### config.mk
export PLATFORM = sky130hd
export DESIGN_NAME = sqe_test_monitor
export DESIGN_NICKNAME = d
export VERILOG_FILES = /design/src/rtl/sqe_mon_pkg.sv /design/src/rtl/sqe_tx_edge.sv /design/src/rtl/sqe_win_timer.sv /design/src/rtl/sqe_burst_meter.sv /design/src/rtl/sqe_test_monitor.sv
export SDC_FILE = /design/constraint.sdc
export NUM_CORES = 1
export LEC_CHECK = 0
export CORE_MARGIN = 3
export CORE_UTILIZATION = 60
export CTS_CLUSTER_SIZE = 28
export DETAILED_ROUTE_END_ITERATION = 10
export PLACE_DENSITY = 0.82
export SLEW_MARGIN = 20
export SYNTH_ARGS = -nofsm -noshare
export SYNTH_HDL_FRONTEND = slang
export SYNTH_HIERARCHICAL = 1
export SYNTH_SLANG_ARGS = --single-unit
export TNS_END_PERCENT = 5
### constraint.sdc
create_clock -name clk -period 4.8 [get_ports clk]
set_clock_uncertainty 0.1 [all_clocks]
set_input_delay 0.72 -clock clk [delete_from_list [all_inputs] [get_ports clk]]
set_output_delay 0.72 -clock clk [all_outputs]
set_load 0.01 [all_outputs]
### src/rtl/sqe_mon_pkg.sv
package sqe_mon_pkg;
  typedef enum logic [1:0] {
    ST_IDLE  = 2'd0,
    ST_WAIT  = 2'd1,
    ST_BURST = 2'd2,
    ST_HOLD  = 2'd3
  } sqe_state_e;
endpackage

### src/rtl/sqe_tx_edge.sv
// Detects the end of a transmission on the attachment-unit port.
module sqe_tx_edge (
  input  logic clk,
  input  logic rst_n,
  input  logic tx_active,
  input  logic aui_sel,
  output logic end_pulse
);
  logic tx_q;

  always_ff @(posedge clk) begin
    if (!rst_n) tx_q <= 1'b0;
    else        tx_q <= tx_active;
  end

  assign end_pulse = tx_q & ~tx_active & aui_sel;
endmodule

### src/rtl/sqe_win_timer.sv
// Counts edges since the end of transmission and flags the window limits.
module sqe_win_timer #(
  parameter int unsigned EARLY_MIN  = 12,
  parameter int unsigned WIN_CLOSE  = 32,
  parameter int unsigned RELEASE_AT = 62,
  parameter int unsigned CNT_W      = 6
) (
  input  logic clk,
  input  logic rst_n,
  input  logic load,
  input  logic run,
  output logic too_early,
  output logic at_close,
  output logic at_release
);
  localparam logic [CNT_W-1:0] CNT_MAX = {CNT_W{1'b1}};

  logic [CNT_W-1:0] cnt;

  always_ff @(posedge clk) begin
    if (!rst_n)                      cnt <= '0;
    else if (load)                   cnt <= CNT_W'(1);
    else if (run && cnt != CNT_MAX)  cnt <= cnt + CNT_W'(1);
  end

  assign too_early  = cnt < CNT_W'(EARLY_MIN);
  assign at_close   = cnt == CNT_W'(WIN_CLOSE);
  assign at_release = cnt == CNT_W'(RELEASE_AT);
endmodule

### src/rtl/sqe_burst_meter.sv
// Measures the length of the collision burst in sampled edges.
module sqe_burst_meter #(
  parameter int unsigned MIN_BURST = 10,
  parameter int unsigned MAX_BURST = 30,
  parameter int unsigned LEN_W     = 5
) (
  input  logic clk,
  input  logic rst_n,
  input  logic start,
  input  logic inc,
  output logic too_short,
  output logic at_cap
);
  logic [LEN_W-1:0] len;

  always_ff @(posedge clk) begin
    if (!rst_n)      len <= '0;
    else if (start)  len <= LEN_W'(1);
    else if (inc)    len <= len + LEN_W'(1);
  end

  assign too_short = len < LEN_W'(MIN_BURST);
  assign at_cap    = len == LEN_W'(MAX_BURST);
endmodule

### src/rtl/sqe_test_monitor.sv
module sqe_test_monitor
  import sqe_mon_pkg::*;
#(
  parameter int unsigned EARLY_MIN  = 12,
  parameter int unsigned WIN_CLOSE  = 32,
  parameter int unsigned HOLD_EXTRA = 30,
  parameter int unsigned MIN_BURST  = 10,
  parameter int unsigned MAX_BURST  = 30
) (
  input  logic clk,
  input  logic rst_n,
  input  logic tx_active,
  input  logic aui_sel,
  input  logic carrier_in,
  input  logic col_active,
  output logic carrier_out,
  output logic mask_active,
  output logic sqe_err
);
  localparam int unsigned RELEASE_AT = WIN_CLOSE + HOLD_EXTRA;
  localparam int unsigned CNT_W      = $clog2(RELEASE_AT + 2);
  localparam int unsigned LEN_W      = $clog2(MAX_BURST + 2);

  sqe_state_e state, state_nx;
  logic end_pulse, too_early, at_close, at_release, too_short, at_cap;
  logic err_nx, meter_start, meter_inc;

  sqe_tx_edge u_edge (
    .clk       (clk),
    .rst_n     (rst_n),
    .tx_active (tx_active),
    .aui_sel   (aui_sel),
    .end_pulse (end_pulse)
  );

  sqe_win_timer #(
    .EARLY_MIN  (EARLY_MIN),
    .WIN_CLOSE  (WIN_CLOSE),
    .RELEASE_AT (RELEASE_AT),
    .CNT_W      (CNT_W)
  ) u_timer (
    .clk        (clk),
    .rst_n      (rst_n),
    .load       (end_pulse),
    .run        (state != ST_IDLE),
    .too_early  (too_early),
    .at_close   (at_close),
    .at_release (at_release)
  );

  sqe_burst_meter #(
    .MIN_BURST (MIN_BURST),
    .MAX_BURST (MAX_BURST),
    .LEN_W     (LEN_W)
  ) u_meter (
    .clk       (clk),
    .rst_n     (rst_n),
    .start     (meter_start),
    .inc       (meter_inc),
    .too_short (too_short),
    .at_cap    (at_cap)
  );

  assign meter_start = (state == ST_WAIT) && col_active && !too_early && !tx_active;
  assign meter_inc   = (state == ST_BURST) && col_active && !at_cap && !tx_active;

  always_comb begin
    state_nx = state;
    err_nx   = 1'b0;
    if (state != ST_IDLE && tx_active) begin
      state_nx = ST_IDLE;                 // a new frame cancels the check
    end else begin
      unique case (state)
        ST_IDLE: if (end_pulse) state_nx = ST_WAIT;
        ST_WAIT: begin
          if (col_active) begin
            if (too_early) begin
              state_nx = ST_HOLD;
              err_nx   = 1'b1;
            end else begin
              state_nx = ST_BURST;
            end
          end else if (at_close) begin
            state_nx = ST_HOLD;
            err_nx   = 1'b1;
          end
        end
        ST_BURST: begin
          if (!col_active) begin
            state_nx = ST_IDLE;
            err_nx   = too_short;
          end else if (at_cap) begin
            state_nx = ST_IDLE;
          end
        end
        ST_HOLD: if (at_release) state_nx = ST_IDLE;
        default: state_nx = ST_IDLE;
      endcase
    end
  end

  always_ff @(posedge clk) begin
    if (!rst_n) begin
      state   <= ST_IDLE;
      sqe_err <= 1'b0;
    end else begin
      state   <= state_nx;
      sqe_err <= err_nx;
    end
  end

  assign mask_active = (state != ST_IDLE);
  assign carrier_out = carrier_in & ~mask_active;
endmodule

==> flow_summary.ini <==
[status]
status = finished, final reports clean

[synthesis]
synth_cells = 114
syn-num-nets = 130
synth_area_leader_cell = dfxtp_1
synth_area_per_cell_sq_um = 9.20
synthArstFlopShare_pct = 0
ys.flop_type = dfxtp_1
ys_top_cells_by_area = dfxtp_1, ha_1, mux2i_1
yosys_warnings = 6
synth_edf_count = 0
syn_area_sq_um = 1050
synthMostInstantiatedCell = dfxtp_1
synth-seq-area-share_pct = 28.6
ys_seq_elements = 15
yosysUniqueCellTypes = 45
synth_commonest_cells = dfxtp_1, ha_1, nor2_1, inv_1, nand2_1
yosysTopAreaCellShare_pct = 28.6

[place]
finalWeightedCongestion = 0.843
port_buffers = 8
hpwl_microns = 1380

[grt]
grt_pass1_wl_microns = 3250
grt_pass1_vias = 756
grt_max_degree = 15
overflow = 0
antenna_found_initial = 0
grtUsageTotal_pct = 19.6

[worst_setup_path]
end_kind = output pin
crit_arrival_ns = 1.91
r2r-start = u_meter/len[0]$_SDFFE_PN0P_
reg2reg_depth = 7
cp.required_ns = 3.98
worstSetupPathType = flop to output pin
timing.rr.end = u_meter/len[3]$_SDFFE_PP0P_
cp-startpoint = state[0]$_SDFFE_PP0P_
setup.worst_path.start_class = flop
cp_max_fo = 14
r2r_setup_slack_ns = 2.87
cp-endpoint = mask_active

[sta]
period_share_pct = 56.9
fin_hold_ws_ns = 0.409
relSlewSlack_pct = 64.2
tightest_slew_ns = 0.533
rsz0062_at_grt = no
fmax_mhz = 366
drv_slew = 0
setup-violations-final = 0
tns_ns = 0
final.min_clock_period_ns = 2.73
hold_viol_final = 0

[final_layout]
n_antenna_cell = 0
area_delta_synth_final_pct = 8.11
nFillCells = 135
drive_gt1_share_pct = 12.4
fin_nets = 138
regArea_sq_um = 300
multiInputGateArea_sq_um = 679

[die]
rows = 14
start_util_pct = 66.5
fp.dieH_microns = 47.8
io_pins = 9
core_area_sq_um = 1580
dieWidth_microns = 47.8
die-area_sq_um = 2290

[clock_network]
post_cts_resized = 0
tritoncts = built
cts_made_buffers = 3
clkLatencyLatePin_ns = 0.29
htree_levels = 1
clk_path_buf_depth = 2
clkTransAtPathRegs_ns = 0.08
clock-sinks = 15
cts_hold_buf = 0
post-cts-setup-buffers = 0
clockRootBuffer = clkbuf_4

[detailed_routing]
wl_microns = 1900
antenna_left = 0
wl_per_cell_microns = 13.9
drtIter0Drc = 30
viasPerCell = 6.32
vias = 866
firstDrtPassIters = 4
drc_errors = 0

[power]
p_switching_mw = 0.118
ir_drop_mv = 0.176
power_frac_seq_pct = 45.7
power_density_nw_per_um2 = 296
p_leak_nw = 0.462
intPower_mw = 0.218
combPwrFrac_pct = 32.7
pwr-share-clk_pct = 21.6
swShare_pct = 35.2

[hold_path]
hold_path.class = flop to flop
hold-path-cell-count = 2

[flow_run]
maxCapViolCount = 0
routing by layer:
layer  GRT usage (%)  vias up  wire (microns)
met5               0        -               0
met4            6.45        0              14
met3            3.38        2              82
met2            29.8       23             880
met1            27.9      407             926
li1                -      434               -
cell type report:
cell class / instances / area share (%)
Sequential cell: 15 / 26.5
Tap cell: 16 / 1.77
Clock buffer: 3 / 1.99
Clock inverter: 1 / 0.442
Timing Repair Buffer: 8 / 7.06
Inverter: 7 / 2.32
Multi-Input combinational cell: 87 / 59.9
state kept, by name, indices dropped and copies added, names as in the netlist:
register and count:
sqe_err 1, state 2, u_edge/tx_q 1, u_meter/len 5, u_timer/cnt 6
how the worst min path moves through the flow:
stage,to,slack (ns),startpoint
2_1_floorplan,state[1]$_SDFFE_PP0P_,0.37,state[1]$_SDFFE_PP0P_
3_3_place_gp,state[1]$_SDFFE_PP0P_,0.38,state[1]$_SDFFE_PP0P_
3_5_place_dp,state[1]$_SDFFE_PP0P_,0.41,state[1]$_SDFFE_PP0P_
4_1_cts,state[1]$_SDFFE_PP0P_,0.42,state[1]$_SDFFE_PP0P_
5_1_grt,state[1]$_SDFFE_PP0P_,0.45,state[1]$_SDFFE_PP0P_
6_report,state[1]$_SDFFE_PP0P_,0.41,state[1]$_SDFFE_PP0P_
metrics by stage:
| stage | instances | total power [mW] | setup WS [ns] | cell area, sq um | util, % |
|---|---|---|---|---|---|
| after floorplan | 114 | 0.232 | 3.10 | 1050 | - |
| after global placement | 133 | 0.259 | 2.17 | 1110 | 70.2 |
| after detailed placement | 133 | 0.265 | 2.18 | 1110 | 70.2 |
| after CTS | 137 | 0.339 | 2.05 | 1130 | 71.9 |
| after global routing | 137 | 0.362 | 1.95 | 1130 | 71.9 |
| final | 137 | 0.336 | 2.07 | 1130 | 71.9 |
worst max-delay path, cell delays in order, from the launching register on:
cell             delay [ns]
dfxtp_1                0.41
inv_1                  0.08
ha_1                   0.20
inv_1                  0.31
clkdlybuf4s50_1        0.62
power by group through the flow:
| stage | registers [mW] | clock network (mW) | logic (mW) |
|---|---|---|---|
| floorplan | 0.151 | 0 | 0.0810 |
| global placement | 0.154 | 0 | 0.105 |
| detailed placement | 0.156 | 0 | 0.110 |
| CTS | 0.153 | 0.0758 | 0.110 |
| global route | 0.155 | 0.0815 | 0.125 |
| finish | 0.153 | 0.0726 | 0.110 |
layout by cell type (no fill, tap or decap), types with 2 or more instances in the layout:
cell | netlist | layout
nand4b_1 | 2 | 2
nand3b_1 | 5 | 5
nand2_1 | 7 | 7
clkbuf_4 | 0 | 3
nor2_1 | 8 | 8
inv_1 | 7 | 7
ha_1 | 10 | 10
o21a_1 | 2 | 2
or3b_1 | 3 | 3
nand3_1 | 2 | 2
clkdlybuf4s50_1 | 0 | 8
nor3_1 | 4 | 4
and2_2 | 2 | 2
a21oi_1 | 2 | 2
dfxtp_1 | 15 | 15
mux2i_1 | 5 | 5
nand2b_1 | 3 | 3
a211oi_1 | 3 | 3
nand4_1 | 4 | 4
cell families (layout without fill, tap and decap cells):
| kind of cell | count (synthesis) | count (layout) | share of synthesized area [%] |
|---|---|---|---|
| flip-flops | 15 | 15 | 28.6 |
| adder cells (fa/ha/maj) | 10 | 10 | 11.9 |
| AO/OA/AOI/OAI | 18 | 18 | 13.0 |
| multiplexers | 6 | 6 | 6.21 |
| buffers and inverters | 12 | 19 | 6.56 |
| AND/OR/NAND/NOR | 52 | 52 | 32.8 |
| XOR/XNOR | 1 | 1 | 0.835 |
(Power assumes the default switching activity.)
